===== config.mk =====
export PLATFORM = sky130hd
export DESIGN_NAME = stat_readback
export DESIGN_NICKNAME = d
export VERILOG_FILES = /design/src/rtl/stat_rb_pkg.sv /design/src/rtl/stat_rst_sync.sv /design/src/rtl/stat_sticky.sv /design/src/rtl/stat_meas_hold.sv /design/src/rtl/stat_byte_sel.sv /design/src/rtl/stat_readback.sv
export SDC_FILE = /design/constraint.sdc
export NUM_CORES = 1
export LEC_CHECK = 0
export ABC_CLOCK_PERIOD_IN_PS = 1300
export BUFFER_PORTS_ARGS = -buffer_cell sky130_fd_sc_hd__buf_4
export CAP_MARGIN = 20
export CORE_UTILIZATION = 48
export DETAILED_ROUTE_END_ITERATION = 8
export PLACE_DENSITY = 0.8
export SLEW_MARGIN = 15
export SYNTH_ARGS = -nofsm -noshare
export SYNTH_HDL_FRONTEND = slang
export SYNTH_SLANG_ARGS = --single-unit

===== constraint.sdc =====
create_clock -name clk -period 1.3 [get_ports clk]
set_input_delay 0.195 -clock clk [delete_from_list [all_inputs] [get_ports clk]]
set_output_delay 0.195 -clock clk [all_outputs]
set_load 0.05 [all_outputs]

===== src/rtl/stat_rb_pkg.sv =====
package stat_rb_pkg;

  typedef enum logic [1:0] {
    IDX_STATUS = 2'd0,
    IDX_LEVEL  = 2'd1,
    IDX_QUAL   = 2'd2,
    IDX_SPARE  = 2'd3
  } rb_idx_e;

  localparam int unsigned RB_IDX_W = $bits(rb_idx_e);

endpackage


===== src/rtl/stat_rst_sync.sv =====
module stat_rst_sync #(
  parameter int unsigned STAGES = 2
) (
  input  logic clk,
  input  logic rst_ni,
  output logic rst_no
);

  logic [STAGES-1:0] sync_q;
  logic [STAGES-1:0] sync_d;

  always_comb begin
    sync_d = {sync_q[STAGES-2:0], 1'b1};
  end

  always_ff @(posedge clk or negedge rst_ni) begin
    if (!rst_ni) begin
      sync_q <= '0;
    end else begin
      sync_q <= sync_d;
    end
  end

  assign rst_no = sync_q[STAGES-1];

endmodule


===== src/rtl/stat_sticky.sv =====
module stat_sticky #(
  parameter logic RST_VAL = 1'b0
) (
  input  logic clk,
  input  logic rst_n,
  input  logic set_i,
  input  logic load_i,
  input  logic done_i,
  output logic flag_o
);

  logic flag_q, flag_d;
  logic seen_q, seen_d;

  always_comb begin
    seen_d = seen_q;
    if (load_i) begin
      seen_d = flag_q;
    end
    flag_d = flag_q;
    if (done_i && seen_q) begin
      flag_d = 1'b0;
    end
    if (set_i) begin
      flag_d = 1'b1;
    end
  end

  always_ff @(posedge clk or negedge rst_n) begin
    if (!rst_n) begin
      flag_q <= RST_VAL;
      seen_q <= 1'b0;
    end else begin
      flag_q <= flag_d;
      seen_q <= seen_d;
    end
  end

  assign flag_o = flag_q;

  // a set request always wins
  a_r6_set_wins: assert property (@(posedge clk) disable iff (!rst_n)
    set_i |=> flag_o);

  // a completed read that showed the flag clears it
  a_r4_clear_seen: assert property (@(posedge clk) disable iff (!rst_n)
    (done_i && seen_q && !set_i) |=> !flag_o);

  // without a set and a completion the flag holds
  a_r5_keep: assert property (@(posedge clk) disable iff (!rst_n)
    (!set_i && !done_i) |=> $stable(flag_o));

endmodule


===== src/rtl/stat_meas_hold.sv =====
module stat_meas_hold #(
  parameter int unsigned LEVEL_W = 8,
  parameter int unsigned NOISE_W = 4,
  parameter int unsigned WAM_W   = 4
) (
  input  logic               clk,
  input  logic               rst_n,
  input  logic               cap_i,
  input  logic               af_i,
  input  logic               sample_i,
  input  logic [LEVEL_W-1:0] level_i,
  input  logic [NOISE_W-1:0] noise_i,
  input  logic [WAM_W-1:0]   wam_i,
  output logic [LEVEL_W-1:0] level_o,
  output logic [NOISE_W-1:0] noise_o,
  output logic [WAM_W-1:0]   wam_o
);

  logic               take;
  logic [LEVEL_W-1:0] level_q, level_d;
  logic [NOISE_W-1:0] noise_q, noise_d;
  logic [WAM_W-1:0]   wam_q,   wam_d;

  always_comb begin
    take    = af_i | (cap_i & ~sample_i);
    level_d = level_q;
    noise_d = noise_q;
    wam_d   = wam_q;
    if (take) begin
      level_d = level_i;
      noise_d = noise_i;
      wam_d   = wam_i;
    end
  end

  always_ff @(posedge clk or negedge rst_n) begin
    if (!rst_n) begin
      level_q <= '0;
      noise_q <= '0;
      wam_q   <= '0;
    end else begin
      level_q <= level_d;
      noise_q <= noise_d;
      wam_q   <= wam_d;
    end
  end

  assign level_o = level_q;
  assign noise_o = noise_q;
  assign wam_o   = wam_q;

  // a held sample ignores capture strobes
  a_r8_frozen: assert property (@(posedge clk) disable iff (!rst_n)
    (sample_i && !af_i) |=> ($stable(level_o) && $stable(noise_o) && $stable(wam_o)));

  // a live capture copies the inputs
  a_r7_capture: assert property (@(posedge clk) disable iff (!rst_n)
    (cap_i && !sample_i) |=> (level_o == $past(level_i) && noise_o == $past(noise_i)
                              && wam_o == $past(wam_i)));

endmodule


===== src/rtl/stat_byte_sel.sv =====
module stat_byte_sel
  import stat_rb_pkg::*;
#(
  parameter int unsigned         LEVEL_W = 8,
  parameter int unsigned         NOISE_W = 4,
  parameter int unsigned         WAM_W   = 4,
  parameter int unsigned         ID_W    = 3,
  parameter logic [ID_W-1:0]     ID_VAL  = 3'b100,
  parameter int unsigned         BYTE_W  = 8
) (
  input  logic                clk,
  input  logic                rst_n,
  input  logic [RB_IDX_W-1:0] idx_i,
  input  logic                load_i,
  input  logic                done_i,
  input  logic                pilot_i,
  input  logic                step_i,
  input  logic                sample_i,
  input  logic                por_i,
  input  logic [LEVEL_W-1:0]  level_i,
  input  logic [NOISE_W-1:0]  noise_i,
  input  logic [WAM_W-1:0]    wam_i,
  output logic [BYTE_W-1:0]   byte_o,
  output logic                load_stat_o,
  output logic                load_qual_o,
  output logic                done_stat_o,
  output logic                done_qual_o
);

  logic [BYTE_W-1:0]   byte_q, byte_d, byte_sel;
  logic [RB_IDX_W-1:0] cur_q, cur_d;
  logic                busy_q, busy_d;
  logic                done_ok;

  always_comb begin
    case (rb_idx_e'(idx_i))
      IDX_STATUS: byte_sel = {pilot_i, step_i, sample_i, por_i, 1'b0, ID_VAL};
      IDX_LEVEL:  byte_sel = BYTE_W'(level_i);
      IDX_QUAL:   byte_sel = {noise_i, wam_i};
      default:    byte_sel = '0;
    endcase
  end

  always_comb begin
    done_ok = done_i & busy_q;
    byte_d  = byte_q;
    cur_d   = cur_q;
    busy_d  = busy_q;
    if (done_ok) begin
      busy_d = 1'b0;
    end
    if (load_i) begin
      byte_d = byte_sel;
      cur_d  = idx_i;
      busy_d = 1'b1;
    end
  end

  always_ff @(posedge clk or negedge rst_n) begin
    if (!rst_n) begin
      byte_q <= '0;
      cur_q  <= '0;
      busy_q <= 1'b0;
    end else begin
      byte_q <= byte_d;
      cur_q  <= cur_d;
      busy_q <= busy_d;
    end
  end

  assign byte_o      = byte_q;
  assign load_stat_o = load_i & (idx_i == IDX_STATUS);
  assign load_qual_o = load_i & (idx_i == IDX_QUAL);
  assign done_stat_o = done_ok & (cur_q == IDX_STATUS);
  assign done_qual_o = done_ok & (cur_q == IDX_QUAL);

  // the presented byte only moves on a load
  a_r3_hold: assert property (@(posedge clk) disable iff (!rst_n)
    !load_i |=> $stable(byte_o));

  // identifier and reserved bit of the status byte
  a_r1_id_field: assert property (@(posedge clk) disable iff (!rst_n)
    (load_i && idx_i == IDX_STATUS) |=> (byte_o[ID_W-1:0] == ID_VAL && !byte_o[ID_W]));

  // spare index reads as zero
  a_r2_spare_zero: assert property (@(posedge clk) disable iff (!rst_n)
    (load_i && idx_i == IDX_SPARE) |=> (byte_o == '0));

  // one completion per loaded byte
  a_r5_single_done: assert property (@(posedge clk) disable iff (!rst_n)
    ((done_stat_o || done_qual_o) && !load_i) |=> !(done_stat_o || done_qual_o));

endmodule


===== src/rtl/stat_readback.sv =====
module stat_readback
  import stat_rb_pkg::*;
#(
  parameter int unsigned     LEVEL_W     = 8,
  parameter int unsigned     NOISE_W     = 4,
  parameter int unsigned     WAM_W       = 4,
  parameter int unsigned     ID_W        = 3,
  parameter logic [ID_W-1:0] ID_VAL      = 3'b100,
  parameter int unsigned     SYNC_STAGES = 2
) (
  input  logic                clk,
  input  logic                rst_ni,
  input  logic                por_evt_i,
  input  logic                pilot_i,
  input  logic                step_busy_i,
  input  logic                af_update_i,
  input  logic                meas_cap_i,
  input  logic [LEVEL_W-1:0]  level_i,
  input  logic [NOISE_W-1:0]  noise_i,
  input  logic [WAM_W-1:0]    wam_i,
  input  logic [RB_IDX_W-1:0] rd_idx_i,
  input  logic                rd_load_i,
  input  logic                rd_done_i,
  output logic [LEVEL_W-1:0]  rd_byte_o
);

  localparam int unsigned BYTE_W = LEVEL_W;

  logic               rst_n;
  logic               por_flag, sample_flag;
  logic               load_stat, load_qual, done_stat, done_qual;
  logic [LEVEL_W-1:0] h_level;
  logic [NOISE_W-1:0] h_noise;
  logic [WAM_W-1:0]   h_wam;

  stat_rst_sync #(.STAGES(SYNC_STAGES)) u_rst (
    .clk    (clk),
    .rst_ni (rst_ni),
    .rst_no (rst_n)
  );

  stat_sticky #(.RST_VAL(1'b1)) u_por (
    .clk    (clk),
    .rst_n  (rst_n),
    .set_i  (por_evt_i),
    .load_i (load_stat),
    .done_i (done_stat),
    .flag_o (por_flag)
  );

  stat_sticky #(.RST_VAL(1'b0)) u_samp (
    .clk    (clk),
    .rst_n  (rst_n),
    .set_i  (af_update_i),
    .load_i (load_qual),
    .done_i (done_qual),
    .flag_o (sample_flag)
  );

  stat_meas_hold #(
    .LEVEL_W (LEVEL_W),
    .NOISE_W (NOISE_W),
    .WAM_W   (WAM_W)
  ) u_hold (
    .clk      (clk),
    .rst_n    (rst_n),
    .cap_i    (meas_cap_i),
    .af_i     (af_update_i),
    .sample_i (sample_flag),
    .level_i  (level_i),
    .noise_i  (noise_i),
    .wam_i    (wam_i),
    .level_o  (h_level),
    .noise_o  (h_noise),
    .wam_o    (h_wam)
  );

  stat_byte_sel #(
    .LEVEL_W (LEVEL_W),
    .NOISE_W (NOISE_W),
    .WAM_W   (WAM_W),
    .ID_W    (ID_W),
    .ID_VAL  (ID_VAL),
    .BYTE_W  (BYTE_W)
  ) u_sel (
    .clk         (clk),
    .rst_n       (rst_n),
    .idx_i       (rd_idx_i),
    .load_i      (rd_load_i),
    .done_i      (rd_done_i),
    .pilot_i     (pilot_i),
    .step_i      (step_busy_i),
    .sample_i    (sample_flag),
    .por_i       (por_flag),
    .level_i     (h_level),
    .noise_i     (h_noise),
    .wam_i       (h_wam),
    .byte_o      (rd_byte_o),
    .load_stat_o (load_stat),
    .load_qual_o (load_qual),
    .done_stat_o (done_stat),
    .done_qual_o (done_qual)
  );

  // an update at the clearing completion keeps sample mode
  a_r10_af_wins: assert property (@(posedge clk) disable iff (!rst_n)
    af_update_i |=> sample_flag);

  // a completed sampled quality read ends sample mode
  a_r9_samp_clear: assert property (@(posedge clk) disable iff (!rst_n)
    ($rose(done_qual) && !af_update_i && sample_flag && $past(load_qual) && $past(sample_flag))
      |=> !sample_flag);

endmodule


* After elaboration in Yosys (flattened, before gate mapping)
Index checks and enable logic that the tools add are counted.
** Word-level totals
- Input bits :: 27
- Register bits after elaboration :: 33
- Output and inout bits :: 8
- Word-level logic and storage cells :: 36
** Operators by class
- Equal/unequal tests :: 3
- Reductions and logical operators :: 7
- Bitwise operators :: 8
- Mux-type cells :: 7
** Operator list (number)
- case mux 8 bit (3 select lines) :: 1
- bitwise AND 1 bit :: 6
- 2-to-1 mux 1 bit :: 6
- nonzero test 2 bit :: 3
- equality test 2 bit, second input constant :: 2
- zero test 2 bit :: 2
- equality test 2 x 1 -> 1 bit, second input constant :: 1
- logical AND 1 bit :: 2
- inverter 1 bit :: 1
- OR 1 bit :: 1

* Depth between registers and ports, before layout
- Depth after elaboration :: 5
- Mapped depth :: 4
- Gate-level depth less buffers :: 3

* By module
A second synthesis with hierarchy kept.
** Second synthesis, totals
- Cell total of the unflattened synthesis :: 104
- Area, all modules :: 1453.9 µm²
** By module, submodules not included
- stat_meas_hold :: sequential area each 400.4 µm², times used 1, cells an instance 35, area an instance 658.1 µm²
- stat_byte_sel :: sequential area each 275.3 µm², times used 1, cells an instance 56, area an instance 588.1 µm²
- stat_sticky at u_por :: sequential area each 51.3 µm², times used 1, cells an instance 5, area an instance 77.6 µm²
- stat_sticky at u_samp :: sequential area each 50.0 µm², times used 1, cells an instance 5, area an instance 76.3 µm²
- stat_rst_sync :: sequential area each 50.0 µm², times used 1, cells an instance 3, area an instance 53.8 µm²

* Worst setup path after synthesis
No wires, ideal clock.
- Kind :: register -> register
- Start point :: reg u_samp.flag_q (netlist: u_samp.flag_o)
- End point :: reg u_hold.level_q[5] (netlist: u_hold.level_o[5])
- Setup time :: 125 ps
- Clock period less this slack :: 1221 ps
- Required time :: 1175 ps
- Buffers on the path :: 1
- Path slack :: 79 ps
- Arrival time :: 1096 ps
- Stages on the path, launching flop included :: 5
- Path through :: dfrtp_1 > inv_2 > a21oi_4 > buf_12 > mux2_4
** On the way
- Word-level cells in the longest chain between the ends :: 3
** RTL lines
- start: declaration :: line stat_sticky.sv:12 : logic flag_q, flag_d;
- start signal: assignment :: line stat_sticky.sv:34 : flag_q <= flag_d;
- inverter 1 bit :: line stat_meas_hold.sv:25 : take = af_i | (cap_i & ~sample_i);
- bitwise AND 1 bit :: line stat_meas_hold.sv:25
- OR 1 bit :: line stat_meas_hold.sv:25
- end signal: assignment :: line stat_meas_hold.sv:42 : level_q <= level_d;
- end: declaration :: line stat_meas_hold.sv:20 : logic [LEVEL_W-1:0] level_q, level_d;
Every way passes these cells.
A chain may end at the register's enable or synchronous reset.

* Worst setup path in the final report
- Start point :: reg u_samp.flag_q (netlist: u_samp.flag_o)
- End point :: reg u_hold.level_q[2] (netlist: u_hold.level_o[2])
Same word-level chain as after synthesis.

==> run metrics <==
TritonCTS Sinks=33; final WL=2.80 mm; I/O pin count=35; vias in the first global route=1030; CP arrival=1.46 ns; Sum Neg Setup Slack=0 ns; Worst-Skew Late Latency=0.33 ns; Fmax=0.806 GHz; hold path depth=2; metal3 WL=103 microns; # setup viols final=0; setup ws final=0.0596 ns; Reg clk slew, reported paths=0.11 ns; post-route insts no fill=177; number of routed nets with antenna violations=0; post-CTS setup repair buffer count=0; Layout Area Growth over Synthesis=24.8%; startpoint of the worst-slack reg-to-reg timing path=u_samp.flag_o; PD cells=1230 nW/um^2; initial drt markers=20; initial antenna violation count=0; startpoint types=flop; top routing layer used=met4; Reg-to-Reg End=u_hold.level_o[2]; worst-case hold slack=0.0851 ns; n_diodes=0; number of clock buffers inserted by TritonCTS=5; vias per cell=5.37; HPWL after DPL=2.07 mm; Clock Path Buffers=2; synth unique cells=29; RSZ-0062 raised after global routing=false; fin crit share=95.4%; CP max FO=16; maxcap violations=0; Leak=0.836 nW; status=finished, violations left; DR WL met2=1.47 mm; Placed Cells=168; layout cells sized above 1=46.6%; fin nets=172; Min-Delay Path Class=input port to flop; largest net degree at the start of global routing=17; Gates resized, CTS repair=0; Rows=19; CP Data Required Time=1.52 ns; clock skew=0.0104 ns; die area=3210 sq um; synthesized instance count=104; first-pass GRT wire length=4.74 mm; post-route minimum period=1.24 ns; total of warnings raised by yosys=0; H-tree levels=2; Synth Net Count=131; maximum vdd drop=0.943 mV; Slew Viols, Final=0; Mapped Area=1440 sq um; Die Ht=56.7 microns; First-pass DRT Iterations=6; Avg Inst Size Synth=13.8 sq um; Hold Crit Start=noise_i[0]; worst slack, placed=0.0806 ns; register bit total from synthesis=33; GP Congestion=0.700; WL/cell=15.8 microns; Root Buffer=clkbuf_4; R2R cell count=4; Vias=951; sequential share of the synthesized area=57.6%; dominant cells by area after synthesis=dfrtp_1 56%, mux2_4 10%, mux2_2 7.1%; met1 wire length=1.18 mm; GRT Util Overall=20.3%; commonest non-fill, non-tap cells in the layout=37 x buf_4, 32 x dfrtp_1, 10 x mux2_4, 9 x mux2_2; TritonCTS clock tree=yes; commonest non-fill, non-tap cell in the layout=buf_4; Yosys top cell area share=55.8%; Worst setup EP type=flop; DRC=4; violated checks=design-rule violations; Core ar.=2810 sq um; Initial Utilization=51.2%; Hold Vio Cnt, Final=0; leading area contributor after synthesis=dfrtp_1; FF-to-FF setup slack=0.06 ns; Hold Path Sink=u_hold.noise_o[0]; grt total ovfl=0; critical path class=flop to flop; IO buf count=34; Die X=56.7 microns
[flip-flops by register name, indices dropped and copies added (netlist names)]
signal	count
u_rst.sync_q	2
u_hold.wam_o	4
u_samp.flag_o	1
u_por.seen_q	1
u_sel.cur_q	2
u_sel.byte_o	8
u_hold.noise_o	4
u_sel.busy_q	1
u_por.flag_o	1
u_samp.seen_q	1
u_hold.level_o	8
[final cells by class]
type | instances | area, sq um
Sequential cell | 33 | 827
Timing Repair Buffer | 39 | 308
Tap cell | 31 | 38.8
Clock buffer | 6 | 41.3
Fill cell | 230 | 1010
Multi-Input combinational cell | 62 | 552
Clock inverter | 2 | 10.0
Inverter | 4 | 15.0
[Yosys cell counts]
cell and instances:
mux2_2 9, a31oi_1 1, a22oi_1 3, o21a_1 4
clkbuf_1 1, inv_1 3, dfrtp_1 32, o21ai_0 2
dfstp_2 1, conb_1 1, buf_2 2, a21o_1 1
a21oi_1 3, inv_2 1, mux2i_1 4, buf_12 1
nand2_1 1, a21oi_4 1, nand3b_1 5, o22ai_1 1
a21o_2 1, nor2_1 4, nor3b_1 2, a21boi_0 1
buf_4 1, mux2_4 10, nor2b_1 3, nand4_1 1
o211ai_1 4
[where the power goes]
part / switching, W / total [W] / leakage (nW) / internal [W]
logic: 0.000236 / 0.000464 / 0.425 / 0.000228
registers: 0.0000720 / 0.00121 / 0.379 / 0.00113
clock network: 0.000334 / 0.000540 / 0.0320 / 0.000206
total: 0.000641 / 0.00221 / 0.836 / 0.00157
[repair_timing]
item                                    in CTS  in global routing
endpoints found under the setup margin       0                  0
hold endpoints to repair                     2                  0
hold buffers                                 1                  0
[layer usage]
layer | up-vias | GRT usage, %
met3 | 7 | 5.76
li1 | 452 | -
met4 | 0 | 10.0
met1 | 473 | 23.5
met2 | 19 | 34.5
met5 | - | 0
[kinds of logic after synthesis]
kind of cell           synth area share (%)
and+or+nand+nor                        6.71
AOI/OAI and AO/OA                      11.2
other                                 0.261
buffers and inverters                  3.92
DFF                                    57.6
muxes                                  20.3
[worst max-delay path, stage by stage, from the launching register on]
cell and delay (ns):
dfrtp_1 0.40, inv_2 0.07, a21oi_4 0.14, buf_12 0.18, mux2_2 0.34
[stage by stage]
stage	power [W]	util, %	area (sq um)
2_1_floorplan	0.00151	-	1440
3_3_place_gp	0.00167	61.7	1730
3_5_place_dp	0.00169	61.7	1730
4_1_cts	0.00224	63.9	1790
5_1_grt	0.00231	63.9	1790
6_report	0.00221	63.9	1790
[worst max path at each step]
stage	from	to	depth (start not counted)
2_1_floorplan	u_samp.flag_o	u_hold.level_o[5]	4
3_3_place_gp	u_samp.flag_o	u_hold.level_o[2]	4
3_5_place_dp	u_samp.flag_o	u_hold.level_o[3]	4
4_1_cts	u_samp.flag_o	u_hold.noise_o[3]	4
5_1_grt	u_samp.flag_o	u_hold.level_o[0]	4
6_report	u_samp.flag_o	u_hold.level_o[2]	4
Power figures use the tool's default switching activity.
